**src/rtl/dpll_phase_core_pkg.sv**
```systemverilog
package dpll_phase_core_pkg;
  // Strobes from control to datapath
  typedef struct packed {
    logic clear;
    logic accum;
    logic filt;
  } loopStb_t;
endpackage

```
**src/rtl/dpll_phase_ctrl.sv**
```systemverilog
module dpll_phase_ctrl
  import dpll_phase_core_pkg::*;
(
  input  logic     clk,
  input  logic     rst,
  input  logic     refValid,
  output loopStb_t stb
);
  logic filtPend;

  always_ff @(posedge clk) begin
    if (rst) filtPend <= 1'b0;
    else     filtPend <= refValid;
  end

  always_comb begin
    stb.clear = rst;
    stb.accum = refValid & ~rst;
    stb.filt  = filtPend & ~rst;
  end
endmodule

```
**src/rtl/dpll_phase_dp.sv**
```systemverilog
module dpll_phase_dp
  import dpll_phase_core_pkg::*;
#(
  parameter int INT_W      = 8,
  parameter int FRAC_W     = 4,
  parameter int EDGE_W     = 4,
  parameter int SHIFT_W    = 3,
  parameter int GAIN_W     = 8,
  parameter int GAIN_FRAC  = 4,
  parameter int INTEG_W    = 16,
  parameter int OTW_W      = 14,
  parameter int OTW_CENTER = 256,
  parameter int PH_W       = INT_W + FRAC_W
) (
  input  logic                      clk,
  input  loopStb_t                  stb,
  input  logic [PH_W-1:0]           fcw,
  input  logic [EDGE_W-1:0]         edgeInc,
  input  logic [FRAC_W-1:0]         tdcFrac,
  input  logic signed [PH_W-1:0]    modWord,
  input  logic [SHIFT_W-1:0]        kpShift,
  input  logic [SHIFT_W-1:0]        kiShift,
  input  logic [GAIN_W-1:0]         invGain,
  output logic [PH_W-1:0]           phaseErr,
  output logic signed [OTW_W-1:0]   otw,
  output logic signed [INTEG_W-1:0] integVal,
  output logic [PH_W-1:0]           phErrNow
);
  localparam int CTRL_W = INTEG_W + 2;
  localparam int PROD_W = CTRL_W + GAIN_W + 1;
  localparam int SUM_W  = PROD_W + 1;
  localparam logic signed [INTEG_W:0] INTEG_HI = (INTEG_W+1)'((2**(INTEG_W-1)) - 1);
  localparam logic signed [INTEG_W:0] INTEG_LO = (INTEG_W+1)'(-(2**(INTEG_W-1)));
  localparam logic signed [SUM_W-1:0] OTW_HI   = SUM_W'((2**(OTW_W-1)) - 1);
  localparam logic signed [SUM_W-1:0] OTW_LO   = SUM_W'(-(2**(OTW_W-1)));
  localparam logic signed [SUM_W-1:0] CENTER_X = SUM_W'(OTW_CENTER);

  logic [PH_W-1:0]          refAcc;
  logic [INT_W-1:0]         varAcc;
  logic [FRAC_W-1:0]        tdcReg;
  logic signed [PH_W-1:0]   modReg;

  // Phase accumulators, both wrap modulo their widths
  always_ff @(posedge clk) begin
    if (stb.clear) begin
      refAcc <= '0;
      varAcc <= '0;
      tdcReg <= '0;
      modReg <= '0;
    end else if (stb.accum) begin
      refAcc <= refAcc + fcw + modWord;
      varAcc <= varAcc + INT_W'(edgeInc);
      tdcReg <= tdcFrac;
      modReg <= modWord;
    end
  end

  // Exact two's-complement phase detector
  assign phErrNow = refAcc - {varAcc, {FRAC_W{1'b0}}} + PH_W'(tdcReg);

  logic signed [PH_W-1:0]    errS, propTerm, intTerm;
  logic signed [INTEG_W:0]   integSum;
  logic signed [INTEG_W-1:0] integNew;
  logic signed [CTRL_W-1:0]  ctrlSum;
  logic signed [PROD_W-1:0]  prod, scaled;
  logic signed [SUM_W-1:0]   otwSum;
  logic signed [OTW_W-1:0]   otwNext;

  always_comb begin
    errS     = $signed(phErrNow);
    propTerm = errS >>> kpShift;
    intTerm  = errS >>> kiShift;
    integSum = (INTEG_W+1)'(integVal) + (INTEG_W+1)'(intTerm);
    if (integSum > INTEG_HI)      integNew = INTEG_HI[INTEG_W-1:0];
    else if (integSum < INTEG_LO) integNew = INTEG_LO[INTEG_W-1:0];
    else                          integNew = integSum[INTEG_W-1:0];
    ctrlSum = CTRL_W'(integNew) + CTRL_W'(propTerm) + CTRL_W'(modReg);
    prod    = PROD_W'(ctrlSum) * PROD_W'($signed({1'b0, invGain}));
    scaled  = prod >>> GAIN_FRAC;
    otwSum  = SUM_W'(scaled) + CENTER_X;
    if (otwSum > OTW_HI)      otwNext = OTW_HI[OTW_W-1:0];
    else if (otwSum < OTW_LO) otwNext = OTW_LO[OTW_W-1:0];
    else                      otwNext = otwSum[OTW_W-1:0];
  end

  // Loop filter state and outputs
  always_ff @(posedge clk) begin
    if (stb.clear) begin
      integVal <= '0;
      phaseErr <= '0;
      otw      <= OTW_W'(OTW_CENTER);
    end else if (stb.filt) begin
      integVal <= integNew;
      phaseErr <= phErrNow;
      otw      <= otwNext;
    end
  end
endmodule

```
**src/rtl/dpll_phase_core.sv**
```systemverilog
module dpll_phase_core
  import dpll_phase_core_pkg::*;
#(
  parameter int INT_W      = 8,
  parameter int FRAC_W     = 4,
  parameter int EDGE_W     = 4,
  parameter int SHIFT_W    = 3,
  parameter int GAIN_W     = 8,
  parameter int GAIN_FRAC  = 4,
  parameter int INTEG_W    = 16,
  parameter int OTW_W      = 14,
  parameter int OTW_CENTER = 256
) (
  input  logic                              clk,
  input  logic                              rst,
  input  logic                              refValid,
  input  logic [INT_W+FRAC_W-1:0]           fcw,
  input  logic [EDGE_W-1:0]                 edgeInc,
  input  logic [FRAC_W-1:0]                 tdcFrac,
  input  logic signed [INT_W+FRAC_W-1:0]    modWord,
  input  logic [SHIFT_W-1:0]                kpShift,
  input  logic [SHIFT_W-1:0]                kiShift,
  input  logic [GAIN_W-1:0]                 invGain,
  output logic [INT_W+FRAC_W-1:0]           phaseErr,
  output logic signed [OTW_W-1:0]           otw
);
  localparam int PH_W = INT_W + FRAC_W;

  loopStb_t                  stb;
  logic                      filtStb;
  logic signed [INTEG_W-1:0] integVal;
  logic [PH_W-1:0]           phErrNow;

  assign filtStb = stb.filt;

  dpll_phase_ctrl u_ctrl (
    .clk      (clk),
    .rst      (rst),
    .refValid (refValid),
    .stb      (stb)
  );

  dpll_phase_dp #(
    .INT_W(INT_W), .FRAC_W(FRAC_W), .EDGE_W(EDGE_W), .SHIFT_W(SHIFT_W),
    .GAIN_W(GAIN_W), .GAIN_FRAC(GAIN_FRAC), .INTEG_W(INTEG_W),
    .OTW_W(OTW_W), .OTW_CENTER(OTW_CENTER), .PH_W(PH_W)
  ) u_dp (
    .clk      (clk),
    .stb      (stb),
    .fcw      (fcw),
    .edgeInc  (edgeInc),
    .tdcFrac  (tdcFrac),
    .modWord  (modWord),
    .kpShift  (kpShift),
    .kiShift  (kiShift),
    .invGain  (invGain),
    .phaseErr (phaseErr),
    .otw      (otw),
    .integVal (integVal),
    .phErrNow (phErrNow)
  );
endmodule

```
**config.mk**
```make
export PLATFORM = sky130hd
export DESIGN_NAME = dpll_phase_core
export DESIGN_NICKNAME = d
export VERILOG_FILES = /design/src/rtl/dpll_phase_core_pkg.sv /design/src/rtl/dpll_phase_ctrl.sv /design/src/rtl/dpll_phase_dp.sv /design/src/rtl/dpll_phase_core.sv
export SDC_FILE = /design/constraint.sdc
export NUM_CORES = 1
export LEC_CHECK = 0
export ABC_AREA = 0
export ABC_CLOCK_PERIOD_IN_PS = 27500
export BUFFER_PORTS_ARGS = -buffer_cell sky130_fd_sc_hd__buf_2
export CORE_UTILIZATION = 60
export CTS_CLUSTER_DIAMETER = 60
export DETAILED_ROUTE_END_ITERATION = 6
export PLACE_DENSITY_LB_ADDON = 0.1
export SYNTH_ARGS = -nofsm -noshare
export SYNTH_HDL_FRONTEND = slang
export SYNTH_SLANG_ARGS = --single-unit
```
**constraint.sdc**
```tcl
create_clock -name clk -period 27.5 [get_ports clk]
set_clock_uncertainty 0.2 [all_clocks]
set_input_delay 5.5 -clock clk [delete_from_list [all_inputs] [get_ports clk]]
set_output_delay 5.5 -clock clk [all_outputs]
set_load 0.05 [all_outputs]
```
==> results.toml, run 1 <==
[drt]
wl_mm = 30.0
first_pass_iters = 5
drc_errors = 0
avgViaCountPerCell = 5.75
drtIter0Drc = 561
wl_per_cell_um = 16.6
antenna_left = 0
vias = 10400

[critical_path]
critPathKind = "input port to flop"
end_kind = "flop"
crit_top_cell = "fa_1"
cp.arrival_ps = 18720
timing.rr.start = "u_dp.refAcc[2]"
critical_path.top_delay_family = "compound AO/OA/AOI/OAI gates"
worst-r2r-setup-slack_ps = 11500
slowest_delay_ps = 730
cp_max_fo = 15
worstPathRequired_ps = 27510
crit_cells = 49
critPathLaunchType = "input port"
critPathSlowestCell = "xnor2_1"
timing.critical_path.buf_inv = 6
r2r_cells = 60
setup.worst_path.start = "kiShift[0]"

[sta]
fmax_mhz = 53.4
setup_violations = 0
maxSlewViolCount = 0
fin_crit_sh_pct = 68.0
slew_headroom_pct = 24.7
final.setup.tns_ps = 0
rsz0062_at_grt = "false"
min_period_ps = 18710
worst_pin_slew_ps = 1130
final_hold_viol_count = 0

[cells_and_area]
multi_input_area_um2 = 9990
syn_to_final_growth_pct = 6.52
ff_latch_area_um2 = 1580
diodes = 0
fillCellCount = 1783
finalNetCount = 1853
drive_gt1_share_pct = 9.73

[logic_synthesis]
synth_top_cell_area_share_pct = 22.9
synthFlopType = "dfxtp_1"
synth.most_common_cell = "inv_1"
async_reset_ff_share_pct = 0
netlist_instances = 1500
syn-cell-area_um2 = 12700
synth_area_leaders = "fa_1 23%, dfxtp_1 12%, ha_1 12%"
synthesis.nets = 1816
synthTopCellsByCount = "232 x inv_1, 145 x fa_1, 123 x nor2_1"
synth_largest_area_cell = "fa_1"
ys_seq_area_share_pct = 12.5
yosys_warnings = 0
synth_edf_count = 0
synth_cell_types = 80
ys_ff_latch = 79
synth_area_per_cell_um2 = 8.44

[run_status]
status = "completed"

[die]
initial_core_util_pct = 62.0
die_width_um = 147
die_area_um2 = 21700
dieHeight_um = 147
io_pins = 75
rows = 52
core_um2 = 20400

[cts]
htreeDepth = 3
clkSlewWorstSetupHoldPaths_ps = 70
ctsResizeCount = 0
hold_buffers = 0
root_buffer = "clkbuf_16"
cts.sinks = 79
cts_tree = "done"
clock_path_buffers = 2
insertion_delay_ps = 350
cts_made_buffers = 9
cts_setup_buffers = 0

[run]
cap_violations = 0

[place]
port_buffers = 74
gp_congestion = 0.934
dpl.hpwl_mm = 24.3

[global_routing]
grt.overflow.total = 0
grt_max_degree = 52
grt.total_usage_pct = 29.0
antenna_found_initial = 0
grt_pass1_wl_mm = 50.4
grt_pass1_vias = 10400

[hold_path]
hold_path_class = "flop to flop"
hold_depth = 2
hold_start = "u_dp.integVal[9]"
==> worst paths after layout <==
kind	end
worst min register to register	u_dp.integVal[9]
worst max register to register	u_dp.otw[1]
worst min-delay path	u_dp.integVal[9]
worst max-delay path	u_dp.otw[1]
==> sequential cells by signal (all words and copies together), names as in the netlist <==
signal           flops
u_ctrl.filtPend      1
u_dp.phaseErr       12
u_dp.modReg         12
u_dp.otw            14
u_dp.varAcc          8
u_dp.integVal       16
u_dp.tdcReg          4
u_dp.refAcc         12
==> final cells by class <==
type	count	area share [%]
Multi-Input combinational cell	1136	74.0
Sequential cell	79	11.7
Inverter	234	6.51
Timing Repair Buffer	77	2.91
Tap cell	270	2.50
Clock buffer	9	1.67
Clock inverter	7	0.640
==> per-layer routing <==
metal / vias up / wire (µm) / global-route usage [%]
li1: 5045 / - / -
met1: 5057 / 13100 / 37.8
met3: 54 / 1250 / 2.76
met2: 254 / 15000 / 50.5
met4: 0 / 691 / 9.02
met5: - / 0 / 0
==> cell families (layout without fill, tap and decap cells) <==
kind of cell	Yosys count	after routing	share of synthesized area [%]
adders and majority gates	267	267	35.0
muxes	59	59	5.13
and+or+nand+nor	450	450	17.7
buffers and inverters	285	327	8.65
xor gates and xnor gates	71	71	5.03
DFF	79	79	12.5
AOI/OAI and AO/OA	289	289	16.0
==> worst register-to-register path: cells and delay by family (launching register included) <==
family	cells	cell delay (ps)
mux	2	740
flops	1	390
compound gates	26	5680
buf+inv	7	370
simple gates	10	2700
xor+xnor	3	1240
fa+ha+maj	12	4530
==> layout by cell type, fill, tap and decap left out, types with 7 or more instances in the layout <==
cell,n
buf_2,74
nand3_1,17
clkbuf_16,9
mux2_2,7
ha_1,122
xnor2_1,49
a21oi_1,79
nor3_1,22
mux2i_1,48
o31ai_1,11
a211oi_1,27
or3_1,8
nor2_1,123
dfxtp_1,79
and3_1,12
a21boi_0,8
nand2b_1,14
o21ai_0,44
nand2_1,119
a211oi_2,10
and2_1,79
nor2b_1,22
a21o_1,21
o21a_1,10
fa_1,145
inv_1,232
xor2_1,20
==> stage by stage <==
step | cells | util [%] | setup slack [ps] | area (µm²) | hold WS [ps]
floorplan | 1500 | - | 10010 | 12700 | 232
global placement | 1796 | 64.5 | 8920 | 13200 | 247
detailed placement | 1796 | 64.5 | 8560 | 13200 | 253
CTS | 1812 | 66.0 | 8880 | 13500 | 269
global route | 1812 | 66.0 | 7810 | 13500 | 302
finish | 1812 | 66.0 | 8790 | 13500 | 266
Power of run 1 is left out: the tool's default activity adds up to more than one toggle a clock period on the data nets, which glitch-free logic cannot reach.
==> inputs of run 2 (changes only) <==
Settings changed: ABC_AREA 0 to 1, ABC_CLOCK_PERIOD_IN_PS 27500 to 15660, CORE_UTILIZATION 60 to 58.
Clock period 27.5 ns to 15.66 ns, I/O delays scaled along.
==> results.toml, run 2 <==
[run_status]
status = "completed"

[logic_synthesis]
synthTopCellsByCount = "509 x nand2_1, 402 x inv_1, 162 x nor2_1"
synthFlopType = "dfxtp_1"
synth_cell_types = 45
synthesis.nets = 2249
async_reset_ff_share_pct = 0
synth_top_cell_area_share_pct = 22.3
ys_seq_area_share_pct = 12.2
yosys_warnings = 0
synth_largest_area_cell = "fa_1"
ys_ff_latch = 79
synth.most_common_cell = "nand2_1"
netlist_instances = 1933
synth_area_per_cell_um2 = 6.73
synth_edf_count = 0
syn-cell-area_um2 = 13000
synth_area_leaders = "fa_1 22%, nand2_1 15%, dfxtp_1 12%"

[die]
dieHeight_um = 152
rows = 54
core_um2 = 21900
initial_core_util_pct = 59.5
die_area_um2 = 23000
die_width_um = 152
io_pins = 75

[critical_path]
critical_path.top_delay_family = "adder cells"
critPathSlowestCell = "fa_1"
setup.worst_path.start = "kiShift[0]"
worstSetupEndpoint = "u_dp.otw[4]"
cp.arrival_ps = 14370
timing.rr.start = "u_dp.varAcc[1]"
r2r_cells = 71
reg2reg_to = "u_dp.otw[4]"
worst-r2r-setup-slack_ps = 2200
critPathLaunchType = "input port"
cp_max_fo = 13
slowest_delay_ps = 550
crit_cells = 63
crit_top_cell = "nand2_1"
end_kind = "flop"
critPathKind = "input port to flop"
timing.critical_path.buf_inv = 11
worstPathRequired_ps = 15690

[global_routing]
grt_max_degree = 39
grt_pass1_vias = 11400
antenna_found_initial = 0
grt.total_usage_pct = 29.5
grt_pass1_wl_mm = 55.6
grt.overflow.total = 0

[place]
gp_congestion = 0.919
dpl.hpwl_mm = 27.6
port_buffers = 74

[drt]
vias = 12000
first_pass_iters = 5
wl_per_cell_um = 14.5
drtIter0Drc = 873
drc_errors = 0
wl_mm = 32.9
antenna_left = 0
avgViaCountPerCell = 5.29

[cells_and_area]
fillCellCount = 2086
mostFrequentLayoutCells = "508 x nand2_1, 402 x inv_1, 161 x nor2_1"
finalNetCount = 2296
syn_to_final_growth_pct = 7.05
drive_gt1_share_pct = 7.66
final_common_cell = "nand2_1"
diodes = 0
regMostFlops = "u_dp.integVal"
top_regs = "u_dp.integVal (16), u_dp.otw (14)"
largest_reg_flops = 16

[cts]
cts.sinks = 79
hold_buffers = 0
root_buffer = "clkbuf_16"
insertion_delay_ps = 350
clkSlewWorstSetupHoldPaths_ps = 70
cts_setup_buffers = 0
cts_tree = "done"
htreeDepth = 3
clock_path_buffers = 2
cts_made_buffers = 9

[sta]
rsz0062_at_grt = "false"
final_hold_viol_count = 0
final.setup.tns_ps = 0
min_period_ps = 14340
fin_crit_sh_pct = 91.6
maxSlewViolCount = 0
fmax_mhz = 69.7
setup_violations = 0
slew_headroom_pct = 26.4
worst_pin_slew_ps = 1100

[run]
cap_violations = 0

[hold_path]
hold_depth = 2
hold_path_class = "flop to flop"
run 2: changes by cell type in the layout (fill, tap and decap cells not counted), sizes merged, moves of 29 or more:
| cell | change |
|---|---|
| o21ai | +60 |
| nor2 | +53 |
| and2 | -78 |
| nand2 | +405 |
| inv | +172 |
| xnor2 | -29 |
| mux2i | -48 |
| nand3 | +72 |
run 2: metal layers:
layer	GRT usage, %	share of wire [%]
met3	5.39	7.0
met5	0	0
met1	43.1	48
met4	4.57	1.1
met2	46.1	44
run 2: worst min path at each step:
stage                   start             end  slack [ps]
5_1_grt        u_dp.tdcReg[3]  u_dp.tdcReg[3]         280
2_1_floorplan  u_dp.tdcReg[1]  u_dp.tdcReg[1]         240
6_report         u_dp.otw[13]    u_dp.otw[13]         270
3_3_place_gp   u_dp.tdcReg[3]  u_dp.tdcReg[3]         250
4_1_cts          u_dp.otw[13]    u_dp.otw[13]         270
3_5_place_dp     u_dp.otw[13]    u_dp.otw[13]         260
run 2: layout make-up:
| cell class | count | area, µm² | share of cell area [%] |
|---|---|---|---|
| Multi-Input combinational cell | 1399 | 9720 | 69.8 |
| Tap cell | 280 | 350 | 2.51 |
| Inverter | 413 | 1550 | 11.1 |
| Timing Repair Buffer | 78 | 400 | 2.87 |
| Clock inverter | 7 | 103 | 0.736 |
| Sequential cell | 79 | 1580 | 11.4 |
| Clock buffer | 9 | 225 | 1.62 |
run 2: logic make-up after synthesis:
group | count (synthesis) | synth area share [%]
flops | 79 | 12.2
simple gates | 841 | 27.2
xor+xnor | 42 | 2.83
fa+ha+maj | 267 | 34.0
buf+inv | 455 | 13.2
compound gates | 249 | 10.7
run 2: worst register-to-register path: cells and delay by family, from the launching register on:
family                   cells  cell delay (ps)
adder cells (fa/ha/maj)     11             4410
AND/OR/NAND/NOR             34             3950
AO/OA/AOI/OAI               11             1740
buffers and inverters       12             1630
XOR/XNOR                     3             1060
flip-flops                   1              350
run 2: per-stage QoR:
stage	hold slack [ps]	util, %	std cells	area (µm²)	setup WS [ps]
after CTS	268	63.6	2265	13900	1280
after detailed placement	258	62.1	2249	13600	930
final	267	63.6	2265	13900	1320
after global placement	252	62.1	2249	13600	1190
after floorplan	242	-	1933	13000	2220
after global routing	280	63.6	2265	13900	73.9
run 2: repair_timing:
item,in CTS,in global routing
gates resized for setup,0,2
setup endpoints to repair,0,9
endpoints found under the hold margin,0,0
Power of run 2 is left out for the same reason.
